## config.mk

```make
export PLATFORM = sky130hd
export DESIGN_NAME = fwd_ctl
export DESIGN_NICKNAME = d
export VERILOG_FILES = /design/src/rtl/fwd_pkg.sv /design/src/rtl/fwd_match.sv /design/src/rtl/fwd_mux.sv /design/src/rtl/fwd_ctl.sv
export SDC_FILE = /design/constraint.sdc
export NUM_CORES = 1
export LEC_CHECK = 0
export BUFFER_PORTS_ARGS = -buffer_cell sky130_fd_sc_hd__buf_2
export CAP_MARGIN = 25
export CELL_PAD_IN_SITES_DETAIL_PLACEMENT = 0
export CELL_PAD_IN_SITES_GLOBAL_PLACEMENT = 2
export CORE_UTILIZATION = 13
export DETAILED_ROUTE_END_ITERATION = 7
export PLACE_DENSITY = 0.91
export SETUP_SLACK_MARGIN = 0.5
export SLEW_MARGIN = 5
export SYNTH_ARGS = -nofsm -noshare
export SYNTH_HDL_FRONTEND = slang
export SYNTH_HIERARCHICAL = 1
export SYNTH_SLANG_ARGS = --single-unit
```

## constraint.sdc

```tcl
create_clock -name vclk -period 2.1
set_clock_uncertainty 0.05 [all_clocks]
set_input_delay 0.21 -clock vclk [all_inputs]
set_output_delay 0.21 -clock vclk [all_outputs]
set_load 0.01 [all_outputs]
```

## src/rtl/fwd_pkg.sv

```systemverilog
package fwd_pkg;

    typedef enum logic [1:0] {
        SEL_RF = 2'b00,
        SEL_XM = 2'b01,
        SEL_MW = 2'b10
    } fwd_sel_e;

    localparam int N_OPND = 2;

    // Youngest valid producer wins; register file is the fallback.
    function automatic fwd_sel_e pick_source(input logic xm_ok, input logic mw_ok);
        if (xm_ok)      return SEL_XM;
        else if (mw_ok) return SEL_MW;
        else            return SEL_RF;
    endfunction

endpackage

```

## src/rtl/fwd_match.sv

```systemverilog
module fwd_match
    import fwd_pkg::*;
#(
    parameter int IDX_W = 5
) (
    input  logic [IDX_W-1:0] src,
    input  logic [IDX_W-1:0] xm_dst,
    input  logic             xm_wen,
    input  logic             xm_is_load,
    input  logic [IDX_W-1:0] mw_dst,
    input  logic             mw_wen,
    output fwd_sel_e         sel,
    output logic             load_use
);
    logic xm_hit;
    logic mw_hit;

    always_comb begin
        xm_hit   = xm_wen && (xm_dst != '0) && (xm_dst == src);
        mw_hit   = mw_wen && (mw_dst != '0) && (mw_dst == src);
        load_use = xm_hit && xm_is_load;
        sel      = pick_source(xm_hit && !xm_is_load, mw_hit);
    end
endmodule

```

## src/rtl/fwd_mux.sv

```systemverilog
module fwd_mux
    import fwd_pkg::*;
#(
    parameter int DATA_W = 32
) (
    input  fwd_sel_e          sel,
    input  logic [DATA_W-1:0] rf_data,
    input  logic [DATA_W-1:0] xm_data,
    input  logic [DATA_W-1:0] mw_data,
    output logic [DATA_W-1:0] value
);
    always_comb begin
        unique case (sel)
            SEL_XM:  value = xm_data;
            SEL_MW:  value = mw_data;
            default: value = rf_data;
        endcase
    end
endmodule

```

## src/rtl/fwd_ctl.sv

```systemverilog
module fwd_ctl
    import fwd_pkg::*;
#(
    parameter int IDX_W      = 5,
    parameter int DATA_W     = 32,
    parameter bit DELAY_SLOT = 1'b0
) (
    input  logic              clk,
    input  logic              rst,
    input  logic [IDX_W-1:0]  src_a_idx,
    input  logic [IDX_W-1:0]  src_b_idx,
    input  logic [DATA_W-1:0] rf_a_data,
    input  logic [DATA_W-1:0] rf_b_data,
    input  logic [IDX_W-1:0]  xm_dst,
    input  logic              xm_wen,
    input  logic              xm_is_load,
    input  logic [DATA_W-1:0] xm_result,
    input  logic [IDX_W-1:0]  mw_dst,
    input  logic              mw_wen,
    input  logic [DATA_W-1:0] mw_data,
    output logic [DATA_W-1:0] opnd_a,
    output logic [DATA_W-1:0] opnd_b,
    output logic [1:0]        sel_a,
    output logic [1:0]        sel_b,
    output logic              stall_req
);
    logic [IDX_W-1:0]  src_v  [N_OPND];
    logic [DATA_W-1:0] rf_v   [N_OPND];
    logic [DATA_W-1:0] val_v  [N_OPND];
    fwd_sel_e          sel_v  [N_OPND];
    logic [N_OPND-1:0] lu_v;

    assign src_v[0] = src_a_idx;
    assign src_v[1] = src_b_idx;
    assign rf_v[0]  = rf_a_data;
    assign rf_v[1]  = rf_b_data;

    for (genvar g = 0; g < N_OPND; g++) begin : g_lane
        fwd_match #(.IDX_W(IDX_W)) u_match (
            .src(src_v[g]), .xm_dst(xm_dst), .xm_wen(xm_wen),
            .xm_is_load(xm_is_load), .mw_dst(mw_dst), .mw_wen(mw_wen),
            .sel(sel_v[g]), .load_use(lu_v[g])
        );
        fwd_mux #(.DATA_W(DATA_W)) u_mux (
            .sel(sel_v[g]), .rf_data(rf_v[g]), .xm_data(xm_result),
            .mw_data(mw_data), .value(val_v[g])
        );
    end

    assign opnd_a = val_v[0];
    assign opnd_b = val_v[1];
    assign sel_a  = sel_v[0];
    assign sel_b  = sel_v[1];

    if (DELAY_SLOT) begin : g_delay
        assign stall_req = 1'b0;
        // delayed-load slot never requests a stall
        p_no_stall_r9: assert property (@(posedge clk) disable iff (rst)
            !stall_req);
    end else begin : g_stall
        assign stall_req = |lu_v;
    end

    // unused code never appears on a select
    p_sel_legal_r1: assert property (@(posedge clk) disable iff (rst)
        (sel_a != 2'b11) && (sel_b != 2'b11));
    // execute/memory select delivers its result
    p_xm_value_r2: assert property (@(posedge clk) disable iff (rst)
        (sel_a == 2'b01) |-> (opnd_a == xm_result));
    // memory/writeback select delivers its data
    p_mw_value_r3: assert property (@(posedge clk) disable iff (rst)
        (sel_b == 2'b10) |-> (opnd_b == mw_data));
    // register 0 is read from the register file
    p_zero_reg_r5: assert property (@(posedge clk) disable iff (rst)
        (src_a_idx == '0) |-> (sel_a == 2'b00 && opnd_a == rf_a_data));
    // a load result is never bypassed from execute/memory
    p_no_load_fwd_r7: assert property (@(posedge clk) disable iff (rst)
        xm_is_load |-> (sel_a != 2'b01 && sel_b != 2'b01));
    // a stall only arises from an enabled load
    p_stall_src_r8: assert property (@(posedge clk) disable iff (rst)
        stall_req |-> (xm_is_load && xm_wen && xm_dst != '0));
endmodule

```

==> metrics.txt <==
failing checks=negative setup slack; vias in the first global route=3,377; Cell Chain, Critical Path=buf_8, buf_6, xor2_2, a2111o_1, o2111a_2, ha_4, buf_12, buf_6, buf_16, o21ai_2, buf_2; Startpoint Class=input pin; DPL Wire Length=7620 µm; min Tclk post-route=2510 ps; maximum vdd ir drop=between 0.06 and 0.07 mV; GRT Util Overall=16.8%; initial antenna violation count=0; Die Wd=113 µm; Worst Hold Class=in2out; post-place setup slack=-570 ps; final slew viol count=0; largest net degree at the start of global routing=17; number of I/O pins=222; DIE HEIGHT=between 100 and 150 µm; area of the core=between 10,000 and 15,000 µm²; Synth area leaders=a22oi_1 30%, o21ai_1 19%, nand2_1 16%; post-detailed-route wirelength per cell=16.9 µm; hold buffers post-CTS=0; WP data arrival=2250 ps; mapped cell area=~1600 µm²; post-synth top area share=between 20% and 30%; Hold Path Sink=opnd_b[4]; crit end category=output port; most frequent CP cell=buf_6; DRC Markers=0; post-synthesis cell type count=18; Synth warnings=6; crit path setup slack, layout=-413 ps; first-pass GRT wire length=roughly 17,000 µm; status=finished, violations left; Critical Path Slowest Stage Cell=a2111o_1; Syn Area/Cell=around 6 µm²; Seq/Total Area, Yosys=0%; crit path max fanout=8; 1st-iter DRT viols=107; seq_cells=0; leakage power=2.25 nW; final estimated routing congestion in global placement=0.823; Syn Nets=426; Syn-to-layout area delta=247%; DRT Wirelength=between 10,000 and 15,000 µm; WS Path Type=in2out; layout cell share with drive strength beyond 1=91.2%; hold path start=rf_b_data[4]; Max Freq=398 MHz; Final ANT Viol Nets=0; fin util=between 40% and 50%; Power Dens Cells=between 150 and 200 nW/µm²; CLK BUF=0; total congestion overflow=0; RSZ-0062 raised after global routing=true; worst-margin pin slew=between 400 and 500 ps; drt first pass iters=4; Synth area leader=a22oi_1; Rows=40; total power=868 µW; post-route clock period utilization=120%; port bufs=between 200 and 250; Antenna diodes=0; die area=roughly 13,000 µm²; fin nets=691; Data required, critical path=1840 ps; Hold Path Depth=4; Rel. slew slack=72.4%; Syn Inst Count=approximately 270; register area=0 µm²; Final Hold Viols=0; starting density of the core=a little over an eighth; drt via density=4.56; via count=3,189; Max-cap violations=0; slowest stage delay, CP=420 ps; final setup vio count=64
-- cells by family (layout without fill, tap and decap cells) --
family                     count (synthesis)  count (layout)  share of synthesized area (%)
AOI/OAI and AO/OA                        138             138                           55.8
and+or+nand+nor                           79              79                           18.7
buffers and inverters                     32             295                           11.8
xor gates and xnor gates                  16              16                           10.6
adders and majority gates                  4               4                           3.11
-- Yosys cell counts --
cell type,n
a2111oi_0,2
nand3_1,2
xnor2_2,4
buf_6,6
buf_2,20
xnor2_1,2
o2111a_1,2
ha_1,4
nor2_1,8
inv_1,6
nand2_1,68
o21ai_0,4
xor2_1,10
a22oi_1,64
o41ai_1,4
or2_1,1
o21ai_1,60
a2111o_1,2
-- cells in the final DEF (no fill, tap or decap), types with 5 or more instances in the layout --
master     n
a22oi_2   57
a22oi_1    7
o21ai_2    8
nand2_2   20
nor2_1     5
buf_4     15
nand2_1   14
buf_8      7
buf_12    19
nand2_4   34
o21ai_4   56
buf_2    163
xor2_1     9
buf_6     72
buf_16    12
-- through the flow --
stage                     area (µm²)  hold slack (ps)  setup TNS, ps  std cells
after detailed placement        4090              656         -31630        659
final                           5590              655         -23220        700
after global placement          4090              656         -32080        659
after CTS                       5180              660         -22720        691
after floorplan                 2770              410              0        269
after global routing            5590              670         -27740        700
-- final cells by class --
cell class	count	area [µm²]
multi-input combinational	237	2780
inverter	6	22.5
fill	1100	6470
tap	168	210
timing repair buffer	289	2580
-- report_power, final --
group / leakage (nW) / switching [mW] / total, mW / internal [mW]
Combinational: 2.25 / 0.400 / 0.868 / 0.468
Sequential: 0 / 0 / 0 / 0
Clock: 0 / 0 / 0 / 0
-- worst max-delay path by stage --
stage / endpoint / start
after floorplan: opnd_a[25] / xm_dst[2]
after global placement: opnd_a[19] / src_a_idx[2]
after detailed placement: opnd_a[26] / src_a_idx[2]
after CTS: opnd_a[25] / src_a_idx[2]
after global routing: opnd_b[30] / src_b_idx[4]
final: opnd_b[0] / src_b_idx[2]
-- repair_timing --
action                                  CTS  global route
resized for setup                       137            70
setup buffers                            22             8
cloned                                   10             1
endpoints found under the setup margin   69            69
pin swaps                                11            17
-- layer usage --
metal / GRT usage, % / up-vias / part of all wire [%]
met2: 35.1 / 129 / 57
met3: 1.66 / 16 / 5.0
met1: 18.3 / 1505 / 36
li1: - / 1539 / -
met5: 0 / - / 0
met4: 2.11 / 0 / 1.8
-- critical path, delay by kind of cell --
family,cells,cell delay (ps)
buffers and inverters,6,770
adder cells (fa/ha/maj),1,280
AO/OA/AOI/OAI,3,860
XOR/XNOR,1,130
No activity file was read; power rests on OpenSTA's default activity.
